$ cat config.mk
export PLATFORM = sky130hd
export DESIGN_NAME = fpa_adder
export DESIGN_NICKNAME = d
export VERILOG_FILES = /design/src/rtl/fpa_pkg.sv /design/src/rtl/fpa_unpack.sv /design/src/rtl/fpa_rshift_sticky.sv /design/src/rtl/fpa_lzc.sv /design/src/rtl/fpa_round_rne.sv /design/src/rtl/fpa_adder.sv
export SDC_FILE = /design/constraint.sdc
export NUM_CORES = 1
export LEC_CHECK = 0
export CAP_MARGIN = 20
export CORE_AREA = 5 5 183 185
export DETAILED_ROUTE_END_ITERATION = 10
export DIE_AREA = 0 0 188 190
export PLACE_DENSITY = 0.82
export SLEW_MARGIN = 40
export SYNTH_ARGS = -nofsm -noshare
export SYNTH_HDL_FRONTEND = slang
export SYNTH_SLANG_ARGS = --single-unit
$ cat constraint.sdc
create_clock -name clk -period 12.8 [get_ports clk]
set_clock_uncertainty 0.2 [all_clocks]
set_input_delay 1.92 -clock clk [delete_from_list [all_inputs] [get_ports clk]]
set_output_delay 1.92 -clock clk [all_outputs]
set_load 0.02 [all_outputs]
$ cat src/rtl/fpa_pkg.sv
package fpa_pkg;

    // Control sequence of the adder.
    typedef enum logic [2:0] {
        S_IDLE  = 3'd0,
        S_ALIGN = 3'd1,
        S_ADD   = 3'd2,
        S_NORM  = 3'd3,
        S_ROUND = 3'd4
    } fpa_state_e;

endpackage

$ cat src/rtl/fpa_unpack.sv
module fpa_unpack #(
    parameter int EXP_W  = 8,
    parameter int FRAC_W = 23
) (
    input  logic [EXP_W+FRAC_W:0] word,
    output logic                  sign,
    output logic [EXP_W-1:0]      exp_f,
    output logic [FRAC_W:0]       sig,
    output logic                  is_inf,
    output logic                  is_nan
);
    logic [EXP_W-1:0]  raw_exp;
    logic [FRAC_W-1:0] raw_frac;
    logic              flushed;
    logic              exp_full;

    assign sign     = word[EXP_W+FRAC_W];
    assign raw_exp  = word[EXP_W+FRAC_W-1:FRAC_W];
    assign raw_frac = word[FRAC_W-1:0];
    assign flushed  = (raw_exp == '0);
    assign exp_full = (raw_exp == '1);
    assign is_inf   = exp_full && (raw_frac == '0);
    assign is_nan   = exp_full && (raw_frac != '0);

    // Subnormals become zero: exponent 0, empty significand.
    assign exp_f = flushed ? '0 : raw_exp;
    assign sig   = flushed ? '0 : {1'b1, raw_frac};
endmodule

$ cat src/rtl/fpa_rshift_sticky.sv
module fpa_rshift_sticky #(
    parameter int W  = 27,
    parameter int SW = 8
) (
    input  logic [W-1:0]  din,
    input  logic [SW-1:0] amt,
    output logic [W-1:0]  dout
);
    logic [W-1:0] lost_mask;

    always_comb begin
        lost_mask = ~({W{1'b1}} << amt);
        if (int'(amt) >= W) begin
            dout = {{(W-1){1'b0}}, |din};
        end else begin
            dout    = din >> amt;
            dout[0] = dout[0] | (|(din & lost_mask));
        end
    end
endmodule

$ cat src/rtl/fpa_lzc.sv
module fpa_lzc #(
    parameter int W  = 27,
    parameter int CW = $clog2(W + 1)
) (
    input  logic [W-1:0]  din,
    output logic [CW-1:0] count
);
    logic found;

    always_comb begin
        count = CW'(W);
        found = 1'b0;
        for (int i = W - 1; i >= 0; i--) begin
            if (!found && din[i]) begin
                count = CW'(W - 1 - i);
                found = 1'b1;
            end
        end
    end
endmodule

$ cat src/rtl/fpa_round_rne.sv
module fpa_round_rne #(
    parameter int MW = 24
) (
    input  logic [MW+2:0] din,
    output logic [MW-2:0] frac_o,
    output logic          carry_o
);
    logic [MW-1:0] kept;
    logic          g_bit;
    logic          r_bit;
    logic          s_bit;
    logic          bump;
    logic [MW:0]   inc;

    assign kept  = din[MW+2:3];
    assign g_bit = din[2];
    assign r_bit = din[1];
    assign s_bit = din[0];
    assign bump  = g_bit && (r_bit || s_bit || kept[0]);
    assign inc   = {1'b0, kept} + {{MW{1'b0}}, bump};

    assign carry_o = inc[MW];
    // After a carry-out the significand is 1.000..0 one position higher.
    assign frac_o  = carry_o ? inc[MW-1:1] : inc[MW-2:0];
endmodule

$ cat src/rtl/fpa_adder.sv
module fpa_adder #(
    parameter int EXP_W  = 8,
    parameter int FRAC_W = 23
) (
    input  logic                  clk,
    input  logic                  rst_n,
    input  logic                  in_valid,
    input  logic [EXP_W+FRAC_W:0] op_a,
    input  logic [EXP_W+FRAC_W:0] op_b,
    output logic                  out_valid,
    output logic [EXP_W+FRAC_W:0] result,
    output logic                  overflow,
    output logic                  underflow
);
    import fpa_pkg::*;

    localparam int W     = 1 + EXP_W + FRAC_W;
    localparam int SIG_W = FRAC_W + 1;
    localparam int EXT_W = SIG_W + 3;
    localparam int SUM_W = EXT_W + 1;
    localparam int EV_W  = EXP_W + 2;
    localparam int LZ_W  = $clog2(EXT_W + 1);

    localparam logic [EXP_W-1:0]       EXP_ONES = '1;
    localparam logic signed [EV_W-1:0] EMAX_S   = $signed({2'b00, EXP_ONES});
    localparam logic signed [EV_W-1:0] EONE_S   = 1;
    localparam logic [W-1:0]           NAN_WORD = {1'b0, EXP_ONES, 1'b1, {(FRAC_W-1){1'b0}}};

    fpa_state_e state;
    fpa_state_e state_nx;

    // ---------------- unpack and special-case resolution ----------------
    logic              a_sign, b_sign;
    logic [EXP_W-1:0]  a_exp, b_exp;
    logic [SIG_W-1:0]  a_sig, b_sig;
    logic              a_inf, b_inf, a_nan, b_nan;
    logic              a_is_big;
    logic              spec_hit;
    logic [W-1:0]      spec_word;

    fpa_unpack #(.EXP_W(EXP_W), .FRAC_W(FRAC_W)) u_unpack_a (
        .word(op_a), .sign(a_sign), .exp_f(a_exp), .sig(a_sig),
        .is_inf(a_inf), .is_nan(a_nan)
    );

    fpa_unpack #(.EXP_W(EXP_W), .FRAC_W(FRAC_W)) u_unpack_b (
        .word(op_b), .sign(b_sign), .exp_f(b_exp), .sig(b_sig),
        .is_inf(b_inf), .is_nan(b_nan)
    );

    assign a_is_big = ({a_exp, a_sig} >= {b_exp, b_sig});

    always_comb begin
        spec_hit  = 1'b0;
        spec_word = '0;
        if (a_nan || b_nan) begin
            spec_hit  = 1'b1;
            spec_word = NAN_WORD;
        end else if (a_inf && b_inf) begin
            spec_hit  = 1'b1;
            spec_word = (a_sign != b_sign) ? NAN_WORD
                                           : {a_sign, EXP_ONES, {FRAC_W{1'b0}}};
        end else if (a_inf) begin
            spec_hit  = 1'b1;
            spec_word = {a_sign, EXP_ONES, {FRAC_W{1'b0}}};
        end else if (b_inf) begin
            spec_hit  = 1'b1;
            spec_word = {b_sign, EXP_ONES, {FRAC_W{1'b0}}};
        end
    end

    // ---------------- captured operands ----------------
    logic              big_sign_q;
    logic [EXP_W-1:0]  big_exp_q, sml_exp_q;
    logic [SIG_W-1:0]  big_sig_q, sml_sig_q;
    logic              eff_sub_q;
    logic              spec_q;
    logic [W-1:0]      spec_word_q;

    // ---------------- step 1: alignment ----------------
    logic [EXP_W-1:0]  exp_gap;
    logic [EXT_W-1:0]  sml_shifted;
    logic [EXT_W-1:0]  big_ext_q, sml_ext_q;

    assign exp_gap = big_exp_q - sml_exp_q;

    fpa_rshift_sticky #(.W(EXT_W), .SW(EXP_W)) u_align (
        .din ({sml_sig_q, 3'b000}),
        .amt (exp_gap),
        .dout(sml_shifted)
    );

    // ---------------- step 2: significand add ----------------
    logic [SUM_W-1:0]  sum_comb;
    logic [SUM_W-1:0]  sum_q;

    assign sum_comb = eff_sub_q ? ({1'b0, big_ext_q} - {1'b0, sml_ext_q})
                                : ({1'b0, big_ext_q} + {1'b0, sml_ext_q});

    // ---------------- step 3: normalization and range check ----------------
    logic [LZ_W-1:0]          lead_zeros;
    logic [EXT_W-1:0]         n_sig;
    logic signed [EV_W-1:0]   n_exp;
    logic signed [EV_W-1:0]   big_exp_s;
    logic                     n_zero;
    logic [EXT_W-1:0]         norm_q;
    logic signed [EV_W-1:0]   nexp_q;
    logic                     nzero_q, novf_q, nunf_q;

    fpa_lzc #(.W(EXT_W), .CW(LZ_W)) u_lzc (
        .din  (sum_q[EXT_W-1:0]),
        .count(lead_zeros)
    );

    assign big_exp_s = $signed({2'b00, big_exp_q});
    assign n_zero    = (sum_q == '0);

    always_comb begin
        if (sum_q[SUM_W-1]) begin
            n_sig = {sum_q[SUM_W-1:2], |sum_q[1:0]};
            n_exp = big_exp_s + EONE_S;
        end else begin
            n_sig = sum_q[EXT_W-1:0] << lead_zeros;
            n_exp = big_exp_s - $signed({{(EV_W-LZ_W){1'b0}}, lead_zeros});
        end
    end

    // ---------------- step 4: rounding and second normalization ----------------
    logic [FRAC_W-1:0]        r_frac;
    logic                     r_carry;
    logic signed [EV_W-1:0]   r_exp;
    logic [W-1:0]             fin_word;
    logic                     fin_ovf, fin_unf;

    fpa_round_rne #(.MW(SIG_W)) u_round (
        .din    (norm_q),
        .frac_o (r_frac),
        .carry_o(r_carry)
    );

    assign r_exp = nexp_q + $signed({{(EV_W-1){1'b0}}, r_carry});

    always_comb begin
        fin_ovf  = 1'b0;
        fin_unf  = 1'b0;
        fin_word = '0;
        if (spec_q) begin
            fin_word = spec_word_q;
        end else if (nzero_q) begin
            fin_word = '0;
        end else if (novf_q || (r_exp >= EMAX_S)) begin
            fin_ovf  = 1'b1;
            fin_word = {big_sign_q, EXP_ONES, {FRAC_W{1'b0}}};
        end else if (nunf_q) begin
            fin_unf  = 1'b1;
            fin_word = {big_sign_q, {(W-1){1'b0}}};
        end else begin
            fin_word = {big_sign_q, r_exp[EXP_W-1:0], r_frac};
        end
    end

    // ---------------- next-state logic ----------------
    always_comb begin
        state_nx = state;
        unique case (state)
            S_IDLE:  if (in_valid) state_nx = S_ALIGN;
            S_ALIGN: state_nx = S_ADD;
            S_ADD:   state_nx = S_NORM;
            S_NORM:  state_nx = S_ROUND;
            S_ROUND: state_nx = S_IDLE;
            default: state_nx = S_IDLE;
        endcase
    end

    // ---------------- state register ----------------
    always_ff @(posedge clk or negedge rst_n) begin
        if (!rst_n) state <= S_IDLE;
        else        state <= state_nx;
    end

    // ---------------- datapath registers ----------------
    always_ff @(posedge clk or negedge rst_n) begin
        if (!rst_n) begin
            big_sign_q  <= 1'b0;
            big_exp_q   <= '0;
            sml_exp_q   <= '0;
            big_sig_q   <= '0;
            sml_sig_q   <= '0;
            eff_sub_q   <= 1'b0;
            spec_q      <= 1'b0;
            spec_word_q <= '0;
            big_ext_q   <= '0;
            sml_ext_q   <= '0;
            sum_q       <= '0;
            norm_q      <= '0;
            nexp_q      <= '0;
            nzero_q     <= 1'b0;
            novf_q      <= 1'b0;
            nunf_q      <= 1'b0;
        end else begin
            unique case (state)
                S_IDLE: begin
                    if (in_valid) begin
                        big_sign_q  <= a_is_big ? a_sign : b_sign;
                        big_exp_q   <= a_is_big ? a_exp  : b_exp;
                        big_sig_q   <= a_is_big ? a_sig  : b_sig;
                        sml_exp_q   <= a_is_big ? b_exp  : a_exp;
                        sml_sig_q   <= a_is_big ? b_sig  : a_sig;
                        eff_sub_q   <= a_sign ^ b_sign;
                        spec_q      <= spec_hit;
                        spec_word_q <= spec_word;
                    end
                end
                S_ALIGN: begin
                    big_ext_q <= {big_sig_q, 3'b000};
                    sml_ext_q <= sml_shifted;
                end
                S_ADD: begin
                    sum_q <= sum_comb;
                end
                S_NORM: begin
                    norm_q  <= n_sig;
                    nexp_q  <= n_exp;
                    nzero_q <= n_zero;
                    novf_q  <= !n_zero && (n_exp >= EMAX_S);
                    nunf_q  <= !n_zero && (n_exp < EONE_S);
                end
                S_ROUND: begin
                end
                default: begin
                end
            endcase
        end
    end

    // ---------------- output register ----------------
    always_ff @(posedge clk or negedge rst_n) begin
        if (!rst_n) begin
            out_valid <= 1'b0;
            result    <= '0;
            overflow  <= 1'b0;
            underflow <= 1'b0;
        end else if (state == S_ROUND) begin
            out_valid <= 1'b1;
            result    <= fin_word;
            overflow  <= fin_ovf;
            underflow <= fin_unf;
        end else begin
            out_valid <= 1'b0;
            overflow  <= 1'b0;
            underflow <= 1'b0;
        end
    end

endmodule

Yosys cells after proc, flatten, opt, wreduce, memory -nomap -nowiden
Index checks and enable logic that the tools add are counted.

word-level totals
  register bits after elaboration = 256
  input port bits = 67
  output and inout bits = 35
  logic and storage cells = 217

cells by class
  add/subtract/negate cells = 7
  order comparisons = 5
  eq/ne operators = 8
  shift-type cells = 3
  muxes and demuxes = 92
  bitwise logic cells = 4
  reduce and logical (&&, ||, !) cells = 77

operators with widths
  cell                   number
  $mux 32                7
  $mux 5                 27
  $mux 24                4
  $mux 31                2
  $mux 27                2
  $logic_not 23->1       2
  $reduce_bool 23->1     2
  $mux 1                 41
  $logic_and 1x1->1      34
  $ge 32x32->1           1
  $mux 8                 4
  $add 27x27->28         1
  $logic_not 28->1       1
  $mux 28                1
  $sub 27x27->28         1
  $and 27x27->27         1
  $logic_not 1->1        27
  $not 27->27            1
  $reduce_or 27->1       1
  $shl 27x5->27          1
  $shl 27x8->27 const A  1
  $shr 27x8->27          1
  $add 24x1->25          1
  $reduce_or 24->1       1
  other kinds (24)       31

Depth between registers and ports, before layout
  depth in word-level cells = 83
  gate-level depth with buffers = 22
  mapped depth without buffers = 21

Modules after synthesis
From an unflattened synthesis, not the netlist that was laid out.

second synthesis, totals
  cells, all modules = 2,144
  area total of the unflattened synthesis = 18,257.5 um^2

by module, submodules not included
  module             times used  cells each  area an instance (um^2)  seq. area each (um^2)
  fpa_adder          1           1,618       14,599.0                 5,655.4
  fpa_rshift_sticky  1           283         2,038.2                  0.0
  fpa_unpack         2           50          375.4                    0.0
  fpa_round_rne      1           92          581.8                    0.0
  fpa_lzc            1           51          287.8                    0.0

Worst setup path before layout
OpenSTA, ideal clock, no wires.

  path type = in2reg
  start point = input port op_a[28]
  end point = register big_sign_q
  setup time = 137 ps
  data arrival time = 4,936 ps
  data required time = 12,463 ps
  slack = 7,528 ps
  stages = 16
  path buffers = 3
  path through = nor4_1 > nand2_1 > clkbuf_1 > nand2_1 > inv_1 > ha_1 > and4_1 > nand3_1 > or4_1 > nor2_1 > a211oi_1 > o21ai_0 > clkbuf_1 > clkbuf_1 > mux2i_1 > a21oi_1

between the ends
  cells in the longest elaborated chain, start to end = 4
  elaborated cells on any way between the ends = 5
  those cells by class = order compare: 1; mux: 3; reduce/logical: 1

RTL lines
  item                                      line                                source
  start: declaration                        fpa_adder.sv:8                      input logic [EXP_W+FRAC_W:0] op_a,
  $logic_not 8->1                           fpa_unpack.sv:20                    assign flushed = (raw_exp == '0);
  $mux 24 / $mux 8 (equally long branches)  fpa_unpack.sv:27, fpa_unpack.sv:26
  $ge 32x32->1 *                            fpa_adder.sv:51                     assign a_is_big = ({a_exp, a_sig} >= {b_exp, b_sig});
  $mux 1 *                                  fpa_adder.sv:204                    big_sign_q <= a_is_big ? a_sign : b_sign;
  end signal: assignment                    fpa_adder.sv:204
  end: declaration                          fpa_adder.sv:73                     logic big_sign_q;

Mark *: on every way between the ends. The rest lies on a longest branch, timed or not.
A chain may end at the register's enable or synchronous reset.

Final worst setup path
  start point = input port op_a[28]
  end point = register big_sig_q[6]

between the ends
  cells in the longest elaborated chain, start to end = 4
  elaborated cells on any way between the ends = 5
  those cells by class = order compare: 1; mux: 3; reduce/logical: 1

RTL lines
  item                                      line                                source
  $logic_not 8->1                           fpa_unpack.sv:20
  $mux 24 / $mux 8 (equally long branches)  fpa_unpack.sv:27, fpa_unpack.sv:26
  $ge 32x32->1                              fpa_adder.sv:51
  $mux 24 *                                 fpa_adder.sv:206                    big_sig_q <= a_is_big ? a_sig : b_sig;
  end signal: assignment                    fpa_adder.sv:206
  end: declaration                          fpa_adder.sv:75                     logic [SIG_W-1:0] big_sig_q, sml_sig_q;

Marks and branches as above.

==> reports/metrics.cfg <==
[global_route]
grt_pass1_wl_mm = 81.7
track_usage = 0.272
antenna_found_initial = 0
overflow = 0
grt_max_degree = 94
grt_pass1_vias = 15900

[clocking]
clkSlewWorstSetupHoldPaths_ns = 0.06
htreeDepth = 1
cts_root_buf = clkbuf_16
postCtsResizedCells = 0
cts_tree = built
numClockSinks = 226
clock_latency_ns = 0.54
cts_buffers = 25
cts.path.max_buffers = 3
hold_buffers = 0
cts_post_setup_buffers_inserted = 0

[sta]
finalMaxSlewViolations = 0
rsz0062_at_grt = false
setup_ws_ns = 6.38
slew_headroom = 0.403
hold_viol = 0
period_share = 0.501
worstMarginPinSlew_ns = 0.883
fmax_mhz = 156
fin_setup_tns_ns = 0
period_minus_slack_ns = 6.42
setup_viol = 0

[place]
pre_cts_ws_ns = 5.99
gp_congestion = 0.978
dpl.hpwl_mm = 37.6
io_buffers = 101

[die]
initial_core_util = 0.540
rows = 66
pin_count = 102
core_area_um2 = 31900
dieWidth_um = 188
die_h_um = 190
dieArea_um2 = 35700

[finish]
num-nets-final = 2360
drive_gt1_frac = 0.0553
syn2layout_area_growth_pct = 11.4
regArea_um2 = 5660
fillers = 2861
antenna_cells = 0
multi_input_area_um2 = 10600

[routing]
drc = 0
drt-pass1-iter-count = 5
wire_per_inst_um = 19.0
via_per_inst = 6.33
postRouteWirelength_mm = 49.8
drtIter0Drc = 1488
final_antenna_net_count = 0
vias = 16600

[synthesis]
ys.warnings.count = 0
yosys.cell_types.count = 86
syn_area_um2 = 17200
synth-edff-count = 0
synth-async-reset-ratio = 1.00
yosysSeqAreaShare = 0.329
postSynthAreaPerCell_um2 = 7.88
synth_nets = 2354
syn_inst = 2185
ys.flop_type = dfrtp_1
synth_seq_cells = 226

[min_path]
holdPathEnd = result[23]
min_path_type = flop to flop
hold_start = result[23]
whs_path_depth = 2

[setup_path]
r2r-start = norm_q[2]
r2r_slack_ns = 7.39
arrival_ns = 6.64
end_kind = flop
startpoint_type = primary input
worstSetupPathType = primary input to flop
rr_endpoint = result[17]
r2r.worst_path.cells = 20
cp_max_fo = 38
required_ns = 13.02

[job]
cap_violations = 0

[outcome]
run_status = complete, no violations

==> sequential cells by signal, summed over array words and instances, names as in the netlist <==
register / cells
sml_sig_q: 24
big_sig_q: 24
novf_q: 1
spec_word_q: 2
spec_q: 1
sum_q: 28
big_ext_q: 24
big_sign_q: 1
big_exp_q: 8
nzero_q: 1
underflow: 1
overflow: 1
state: 3
sml_ext_q: 27
nunf_q: 1
eff_sub_q: 1
nexp_q: 10
result: 32
norm_q: 27
out_valid: 1
sml_exp_q: 8
==> cell usage after synthesis, drive strengths merged (5+ instances only) <==
cell type	instances	area [µm²]
a221oi	11	96.3
a2111oi	8	77.6
xor2	20	175
a21oi	136	681
or4	6	48.8
a211oi	16	120
o211ai	18	140
a211o	6	52.6
a221o	5	50.1
nor2	148	571
nand3	63	315
mux2	18	203
a21o	32	240
nor2b	14	87.6
mux2i	76	761
nand3b	6	45.0
dfrtp	226	5660
nand2b	23	144
nor4	35	225
and2	9	56.3
inv	118	443
o311ai	5	43.8
ha	99	1240
or3	9	56.3
o31ai	27	203
a22oi	50	375
nand2	393	1480
nor3	36	201
o21bai	9	67.6
and3	12	75.1
clkbuf	121	455
nand4	20	125
o21ai	209	1050
a31oi	23	144
buf	28	146
o21a	14	105
o221ai	14	123
o22ai	15	93.8
xnor2	44	385
==> placed cells by master, fill, tap and decap left out, types with 25 or more instances in the layout <==
master / instances
a22oi_1: 50
nor4_1: 34
o31ai_1: 27
clkbuf_16: 25
nand3_1: 63
nor3_1: 33
xnor2_1: 42
nand2_1: 391
buf_4: 25
mux2i_1: 76
ha_1: 99
dfrtp_1: 226
inv_1: 116
clkdlybuf4s50_1: 100
a21oi_1: 136
nor2_1: 143
o21ai_0: 202
a21o_1: 32
==> cells by family after synthesis <==
logic type                 Yosys count  share of synthesized area
adders and majority gates          102                     0.0755
AOI/OAI and AO/OA                  636                      0.232
DFF                                226                      0.329
buffers and inverters              268                     0.0610
muxes                               98                     0.0612
and+or+nand+nor                    791                      0.209
xor gates and xnor gates            64                     0.0326
==> worst max-delay path, stage by stage <==
cell and delay (ns):
clkdlybuf4s50_1 0.49, nor4_1 0.51, nand2_1 0.63, nand2_1 0.30, inv_1 0.09, ha_1 0.30, and4_1 0.22, nand3_1 0.08
or4_1 0.47, nor2_1 0.15, a211oi_1 0.10, o21ai_2 0.14, buf_4 0.37, nand2_1 0.51, o21ai_0 0.35
==> through the flow <==
stage / cells / area [µm²] / util / hold slack, ns
after detailed placement: 2572 / 18400 / 0.577 / 0.264
after global placement: 2572 / 18400 / 0.576 / 0.261
after floorplan: 2185 / 17200 / - / 0.239
final: 2616 / 19200 / 0.602 / 0.273
after global routing: 2616 / 19200 / 0.602 / 0.307
after CTS: 2616 / 19200 / 0.601 / 0.279
==> metal layers <==
| metal | vias up | wire length, µm | global-route usage |
|---|---|---|---|
| li1 | 7831 | - | - |
| met1 | 7959 | 21800 | 0.368 |
| met2 | 646 | 23500 | 0.460 |
| met3 | 120 | 3020 | 0.0338 |
| met4 | 0 | 1410 | 0.0836 |
| met5 | - | 0 | 0 |
==> worst max-delay path by stage <==
stage / start / to / slack (ns) / cells after the start
floorplan: op_a[28] / big_sign_q / 7.53 / 16
global placement: op_a[28] / big_sig_q[13] / 5.95 / 17
detailed placement: op_a[28] / big_sig_q[6] / 5.99 / 15
CTS: op_a[28] / big_sig_q[6] / 6.52 / 15
global route: op_a[28] / big_sig_q[16] / 6.25 / 15
finish: op_a[28] / big_sig_q[6] / 6.38 / 15
==> final cells by class <==
type | instances | area share
multi-input cells | 1691 | 0.550
flip-flops and latches | 226 | 0.295
repair buffers | 128 | 0.0639
clock buffers | 36 | 0.0374
well taps | 408 | 0.0266
inverters | 119 | 0.0234
clock inverters | 8 | 0.00359
Power is not shown: default switching activity piles up to over one toggle a cycle in this logic, so the estimate is an artifact.
